`config.mk`:
```
export PLATFORM = sky130hd
export DESIGN_NAME = mp_uart_rx
export DESIGN_NICKNAME = d
export VERILOG_FILES = /design/src/rtl/mp_rx_pkg.sv /design/src/rtl/mp_rx_vote.sv /design/src/rtl/mp_rx_frame.sv /design/src/rtl/mp_rx_idle.sv /design/src/rtl/mp_uart_rx.sv
export SDC_FILE = /design/constraint.sdc
export NUM_CORES = 1
export LEC_CHECK = 0
export BUFFER_PORTS_ARGS = -buffer_cell sky130_fd_sc_hd__buf_2
export CAP_MARGIN = 15
export CORE_ASPECT_RATIO = 2
export CORE_MARGIN = 2
export CORE_UTILIZATION = 53
export CTS_CLUSTER_DIAMETER = 100
export DETAILED_ROUTE_END_ITERATION = 16
export PLACE_DENSITY = 0.75
export RECOVER_POWER = 100
export SYNTH_ARGS = -nofsm -noshare
export SYNTH_HDL_FRONTEND = slang
export SYNTH_SLANG_ARGS = --single-unit
```
`constraint.sdc`:
```
create_clock -name clk -period 1.8 [get_ports clk]
set_input_delay 0.09 -clock clk [delete_from_list [all_inputs] [get_ports clk]]
set_output_delay 0.09 -clock clk [all_outputs]
set_load 0.05 [all_outputs]
```
`src/rtl/mp_rx_pkg.sv`:
```
package mp_rx_pkg;
  localparam int PAYW = 9;

  typedef enum logic [1:0] {ST_IDLE, ST_START, ST_DATA, ST_STOP} rx_state_e;

  function automatic logic [3:0] payload_bits(input logic long_word);
    return long_word ? 4'd9 : 4'd8;
  endfunction

  function automatic logic [3:0] data_bits(input logic long_word, input logic par_en);
    return payload_bits(long_word) - {3'd0, par_en};
  endfunction

  function automatic logic [3:0] frame_bits(input logic long_word);
    return payload_bits(long_word) + 4'd2;
  endfunction
endpackage

```
`src/rtl/mp_rx_vote.sv`:
```
module mp_rx_vote #(
  parameter int OVS = 16,
  localparam int CW = $clog2(OVS)
) (
  input  logic          clk,
  input  logic          rst_n,
  input  logic          tick,
  input  logic          rxs,
  input  logic [CW-1:0] phase,
  output logic          vote
);
  localparam logic [CW-1:0] P_A = CW'(OVS/2 - 2);
  localparam logic [CW-1:0] P_B = CW'(OVS/2 - 1);

  logic s_a, s_b;

  always_ff @(posedge clk or negedge rst_n) begin
    if (!rst_n) begin
      s_a <= 1'b1;
      s_b <= 1'b1;
    end else if (tick) begin
      if (phase == P_A) s_a <= rxs;
      if (phase == P_B) s_b <= rxs;
    end
  end

  // third sample is the live line at the centre phase
  assign vote = (s_a & s_b) | (s_a & rxs) | (s_b & rxs);
endmodule

```
`src/rtl/mp_rx_frame.sv`:
```
module mp_rx_frame
  import mp_rx_pkg::*;
#(
  parameter int OVS = 16
) (
  input  logic            clk,
  input  logic            rst_n,
  input  logic            tick,
  input  logic            rxs,
  input  logic            long_word,
  output logic            done,
  output logic [PAYW-1:0] payload,
  output logic            stop_ok
);
  localparam int CW = $clog2(OVS);
  localparam logic [CW-1:0] MID  = CW'(OVS/2);
  localparam logic [CW-1:0] LAST = CW'(OVS-1);

  rx_state_e       state;
  logic [CW-1:0]   cnt;
  logic [3:0]      bidx;
  logic            vote;

  mp_rx_vote #(.OVS(OVS)) u_vote (
    .clk(clk), .rst_n(rst_n), .tick(tick), .rxs(rxs), .phase(cnt), .vote(vote)
  );

  always_ff @(posedge clk or negedge rst_n) begin
    if (!rst_n) begin
      state   <= ST_IDLE;
      cnt     <= '0;
      bidx    <= '0;
      payload <= '0;
      stop_ok <= 1'b1;
      done    <= 1'b0;
    end else begin
      done <= 1'b0;
      if (tick) begin
        unique case (state)
          ST_IDLE: if (!rxs) begin
            state   <= ST_START;
            cnt     <= CW'(1);
            payload <= '0;
          end
          ST_START: begin
            cnt <= cnt + 1'b1;
            if (cnt == MID && vote) state <= ST_IDLE;
            else if (cnt == LAST) begin
              state <= ST_DATA;
              cnt   <= '0;
              bidx  <= '0;
            end
          end
          ST_DATA: begin
            cnt <= cnt + 1'b1;
            if (cnt == MID) payload[bidx] <= vote;
            if (cnt == LAST) begin
              cnt <= '0;
              if (bidx == payload_bits(long_word) - 4'd1) state <= ST_STOP;
              else bidx <= bidx + 4'd1;
            end
          end
          ST_STOP: begin
            cnt <= cnt + 1'b1;
            if (cnt == MID) begin
              done    <= 1'b1;
              stop_ok <= vote;
              state   <= ST_IDLE;
            end
          end
          default: state <= ST_IDLE;
        endcase
      end
    end
  end

  a_r2_done_single: assert property (@(posedge clk) disable iff (!rst_n)
    done |=> !done);
endmodule

```
`src/rtl/mp_rx_idle.sv`:
```
module mp_rx_idle
  import mp_rx_pkg::*;
#(
  parameter int OVS = 16
) (
  input  logic clk,
  input  logic rst_n,
  input  logic tick,
  input  logic rxs,
  input  logic arm,
  input  logic long_word,
  output logic idle_p
);
  localparam int CNTW = $clog2(OVS*12 + 1);

  logic [CNTW-1:0] cnt;
  logic [CNTW-1:0] limit;
  logic            armed;

  assign limit = CNTW'(frame_bits(long_word)) * CNTW'(OVS);

  always_ff @(posedge clk or negedge rst_n) begin
    if (!rst_n) begin
      cnt    <= '0;
      armed  <= 1'b1;
      idle_p <= 1'b0;
    end else begin
      idle_p <= 1'b0;
      if (arm) begin
        armed <= 1'b1;
        cnt   <= '0;
      end else if (tick) begin
        if (!rxs) cnt <= '0;
        else if (armed) begin
          if (cnt == limit - 1'b1) begin
            idle_p <= 1'b1;
            armed  <= 1'b0;
            cnt    <= '0;
          end else begin
            cnt <= cnt + 1'b1;
          end
        end
      end
    end
  end

  a_r6_idle_once: assert property (@(posedge clk) disable iff (!rst_n)
    idle_p |=> !idle_p);
endmodule

```
`src/rtl/mp_uart_rx.sv`:
```
module mp_uart_rx
  import mp_rx_pkg::*;
#(
  parameter int OVS = 16
) (
  input  logic       clk,
  input  logic       rst_n,
  input  logic       tick,
  input  logic       rx,
  input  logic       mute_req,
  input  logic       wake_addr,
  input  logic       par_en,
  input  logic       par_odd,
  input  logic       long_word,
  output logic [8:0] rx_data,
  output logic       rx_valid,
  input  logic       rx_ready,
  output logic       rx_perr,
  output logic       rx_ferr,
  output logic       idle_flag,
  output logic       muted,
  output logic       irq
);
  logic            rx_m, rxs;
  logic            done, stop_ok, idle_p;
  logic [PAYW-1:0] payload;
  logic [PAYW-1:0] dmask, pmask;
  logic [3:0]      nd, np;
  logic            addr_bit, perr_c, addr_hit, deliver, can_load;

  always_ff @(posedge clk or negedge rst_n) begin
    if (!rst_n) begin
      rx_m <= 1'b1;
      rxs  <= 1'b1;
    end else begin
      rx_m <= rx;
      rxs  <= rx_m;
    end
  end

  mp_rx_frame #(.OVS(OVS)) u_frame (
    .clk(clk), .rst_n(rst_n), .tick(tick), .rxs(rxs), .long_word(long_word),
    .done(done), .payload(payload), .stop_ok(stop_ok)
  );

  mp_rx_idle #(.OVS(OVS)) u_idle (
    .clk(clk), .rst_n(rst_n), .tick(tick), .rxs(rxs), .arm(done),
    .long_word(long_word), .idle_p(idle_p)
  );

  always_comb begin
    nd = data_bits(long_word, par_en);
    np = payload_bits(long_word);
    for (int i = 0; i < PAYW; i++) begin
      dmask[i] = (4'(i) < nd);
      pmask[i] = (4'(i) < np);
    end
    addr_bit = payload[nd - 4'd1];
    perr_c   = par_en & ((^(payload & pmask)) != par_odd);
  end

  assign addr_hit = done & wake_addr & addr_bit & muted;
  assign deliver  = done & (!muted | addr_hit);
  assign can_load = !rx_valid | rx_ready;

  always_ff @(posedge clk or negedge rst_n) begin
    if (!rst_n) begin
      muted     <= 1'b0;
      rx_valid  <= 1'b0;
      rx_data   <= '0;
      rx_perr   <= 1'b0;
      rx_ferr   <= 1'b0;
      idle_flag <= 1'b0;
    end else begin
      if (mute_req) muted <= 1'b1;
      else if ((idle_p && !wake_addr) || addr_hit) muted <= 1'b0;

      if (deliver && can_load) begin
        rx_valid <= 1'b1;
        rx_data  <= payload & dmask;
        rx_perr  <= perr_c;
        rx_ferr  <= !stop_ok;
      end else if (rx_ready) begin
        rx_valid <= 1'b0;
      end

      idle_flag <= idle_p & !muted;
    end
  end

  assign irq = rx_valid | idle_flag;

  a_r7_no_valid_muted: assert property (@(posedge clk) disable iff (!rst_n)
    (muted && !addr_hit) |=> !$rose(rx_valid));
  a_r7_no_idle_muted: assert property (@(posedge clk) disable iff (!rst_n)
    muted |=> !idle_flag);
  a_r8_idle_wake: assert property (@(posedge clk) disable iff (!rst_n)
    (muted && !wake_addr && idle_p && !mute_req) |=> (!muted && !idle_flag));
  a_r9_addr_wake: assert property (@(posedge clk) disable iff (!rst_n)
    (muted && wake_addr && done && addr_bit && !mute_req && can_load) |=> (rx_valid && !muted));
  a_r10_hold: assert property (@(posedge clk) disable iff (!rst_n)
    (rx_valid && !rx_ready) |=> (rx_valid && $stable(rx_data)));
endmodule

```
==> flow_summary.ini <==
[worst_setup_path]
worst_ep_required_time_ns = 2.01
cp.arrival_ns = 1.94
worstSetupPathType = reg -> reg
path_delay_family = flip-flops
r2r_slack_ns = 0.08
start_kind = flip-flop
slowest_stage = dfrtp_1
crit_buf_inv = 2
slowest_delay_ns = 0.40
worst_setup_path_end_kind = flip-flop
critPathMaxFanout = 12
crit_chain = inv_1, ha_1, buf_4, nand2_1, o211ai_2, a211oi_2, mux2i_1

[power_and_ir_drop]
ir_drop_uv = 761
cellPowerDensity_mw_per_mm2 = 993
p_total_uw = 3240
p_leak_uw = 0.00156

[floorplan]
core_mm2 = 0.00509
design.die.area_mm2 = 0.00586
dieHeight_um = 106
placementRows = 37
start_util_pct = 54.4
io-pin-count = 25
dieWidth_um = 55.1

[finish]
fin_cells = 392
area_growth_pct = 17.7
final_net_count = 358
fin_area_mm2 = 0.00326
nFillCells = 423
num_antenna_cells = 0
drive_above_1_share_pct = 20.7

[global_routing]
grt_pass1_wl_mm = 10.2
grt_max_degree = 50
overflow = 0
antenna_found_initial = 0
track_usage_pct = 23.5
grt_pass1_vias = 2320

[placed_design]
gp_congestion = 0.849
placed_cell_area_mm2 = 0.00313
hpwl_mm = 4.64
port_buffers = 24
dp.cells = 378

[clock_network]
clk_pin_slew_ns = 0.10
htreeDepth = 2
root_buffer = clkbuf_8
insertion_delay_ns = 0.30
cts_tree = yes
clock_path_buffers = 2
cts_buffers = 5
clock_sinks = 49

[timing]
min_period_ns = 1.72
holdWs_ns = 0.107
tightest_slew_ns = 1.18
fin_setup_tns_ns = 0
slew_viol_final = 0
rsz0062_at_grt = true
hold_violations = 0
maxSlewHeadroom_pct = 21.3
max_freq_mhz = 580
fin_skew_ns = 0.0137
setup_viol = 0
period_share_pct = 95.8

[detailed_routing]
drtIter0Drc = 43
vias_per_cell = 5.68
drc = 0
wire_per_inst_um = 15.6
ant_nets = 0
wirelength_mm = 6.10
dr_total_vias = 2228
first_pass_iters = 5

[logic_synthesis]
yosys_register_bits = 49
syn_nets = 302
netlist_area_mm2 = 0.00277
syn_inst = 277
ys_seq_area_share_pct = 44.5
netlist.area_leader.share_pct = 38.8
syn_avg_cell_area_um2 = 10.0
yosysWarnings = 0
ys_types = 53
async_flop_share_pct = 100
synth_area_leaders = dfrtp_1 39%, ha_1 6.8%, nand2_1 6.4%
yosysTopAreaCell = dfrtp_1
synth_edf_count = 0
synth_flop_cell = dfrtp_1

[min_path]
min_path_type = in -> reg

[run_status]
status = complete, no violations

[run]
cap_viol_max_count = 0
layer usage:
layer  up-vias  wire length [µm]  global-route usage [%]
met1      1083              2150                    22.4
met5         -                 0                       0
met2        47              3570                    43.9
met3        22               135                    3.09
met4         0               250                    12.7
li1       1076                 -                       -
path summary, 6_finish.rpt:
path | startpoint | end | cells past startpoint
worst max-delay path | u_frame.state[0] | flip-flop | 7
worst min-delay path | rx_ready | rx_valid | 3
worst max register to register | u_frame.state[0] | flip-flop | 7
worst min register to register | rx_m | rxs | 0
max in group asynchronous | rst_n | u_frame.bidx[3] | 3
min in group asynchronous | rst_n | u_frame.payload[1] | 3
cell usage after synthesis, types with 4 or more instances:
| library cell | number |
|---|---|
| nand2_1 | 47 |
| dfrtp_1 | 43 |
| inv_1 | 20 |
| nor2_1 | 20 |
| ha_1 | 15 |
| xnor2_1 | 11 |
| a22o_1 | 10 |
| a21oi_1 | 8 |
| mux2_4 | 7 |
| nand3_1 | 7 |
| o21ai_0 | 7 |
| dfstp_2 | 6 |
| mux2i_1 | 6 |
| and3_1 | 5 |
| nor2b_1 | 5 |
| mux2_2 | 4 |
| nand2b_1 | 4 |
| nor3_1 | 4 |
cell usage in the layout, fill, tap and decap left out, drive strengths merged, types with 4 or more instances in the layout:
cell	netlist	layout
mux2	12	12
a21oi	8	8
dfstp	6	6
and3	5	5
nor2b	5	5
a22o	10	10
nand2b	4	4
xnor2	11	11
buf	2	33
o21ai	7	7
nor2	21	21
mux2i	6	6
dfrtp	43	43
nor3	4	4
nand3	7	7
clkbuf	3	24
ha	15	15
inv	20	20
nand2	47	47
cell type report:
cell class / count / area [µm²] / area share (%)
inverters: 20 / 75.1 / 2.30
multi-input cells: 203 / 1450 / 44.3
clock inverters: 2 / 13.8 / 0.422
well taps: 58 / 72.6 / 2.22
flip-flops and latches: 49 / 1230 / 37.8
clock buffers: 6 / 82.6 / 2.53
repair buffers: 54 / 340 / 10.4
power by group:
group | switching [µW] | internal, µW | leakage [µW]
sequential | 167 | 1270 | 0.000607
combinational | 595 | 535 | 0.000901
clock | 365 | 312 | 0.0000512
total | 1130 | 2110 | 0.00156
tightest hold or removal path, stage by stage:
cell and delay, ns:
buf_2 0.07, nand2b_1 0.12, o21ai_0 0.09
registers in the layout, indices dropped and copies added (netlist names), 4 cells and up, named ones only:
name and cells:
rx_data 9, u_frame.payload 9, u_idle.cnt 8, u_frame.bidx 4, u_frame.cnt 4
metrics by stage:
step	worst slack [ns]	utilization [%]
after floorplan	0.0759	-
after global placement	-0.0304	61.4
after global routing	-0.0292	64.1
final	0.0765	64.1
after CTS	0.0202	63.9
after detailed placement	-0.121	61.4
cells by family (layout without fill, tap and decap cells):
kind of cell / Yosys count / in the layout / synth area share [%]
AO/OA/AOI/OAI: 49 / 49 / 13.6
flip-flops: 49 / 49 / 44.5
XOR/XNOR: 13 / 13 / 4.60
adder cells (fa/ha/maj): 16 / 16 / 7.13
AND/OR/NAND/NOR: 107 / 107 / 18.4
buffers and inverters: 25 / 82 / 3.75
multiplexers: 18 / 18 / 7.99
repair_timing:
| item | CTS | global route |
|---|---|---|
| resized for setup | 0 | 5 |
| endpoints found under the setup margin | 0 | 21 |
| hold buffers | 3 | 0 |
| setup buffers | 0 | 3 |
| hold endpoints to repair | 45 | 0 |
(Power assumes the default switching activity.)
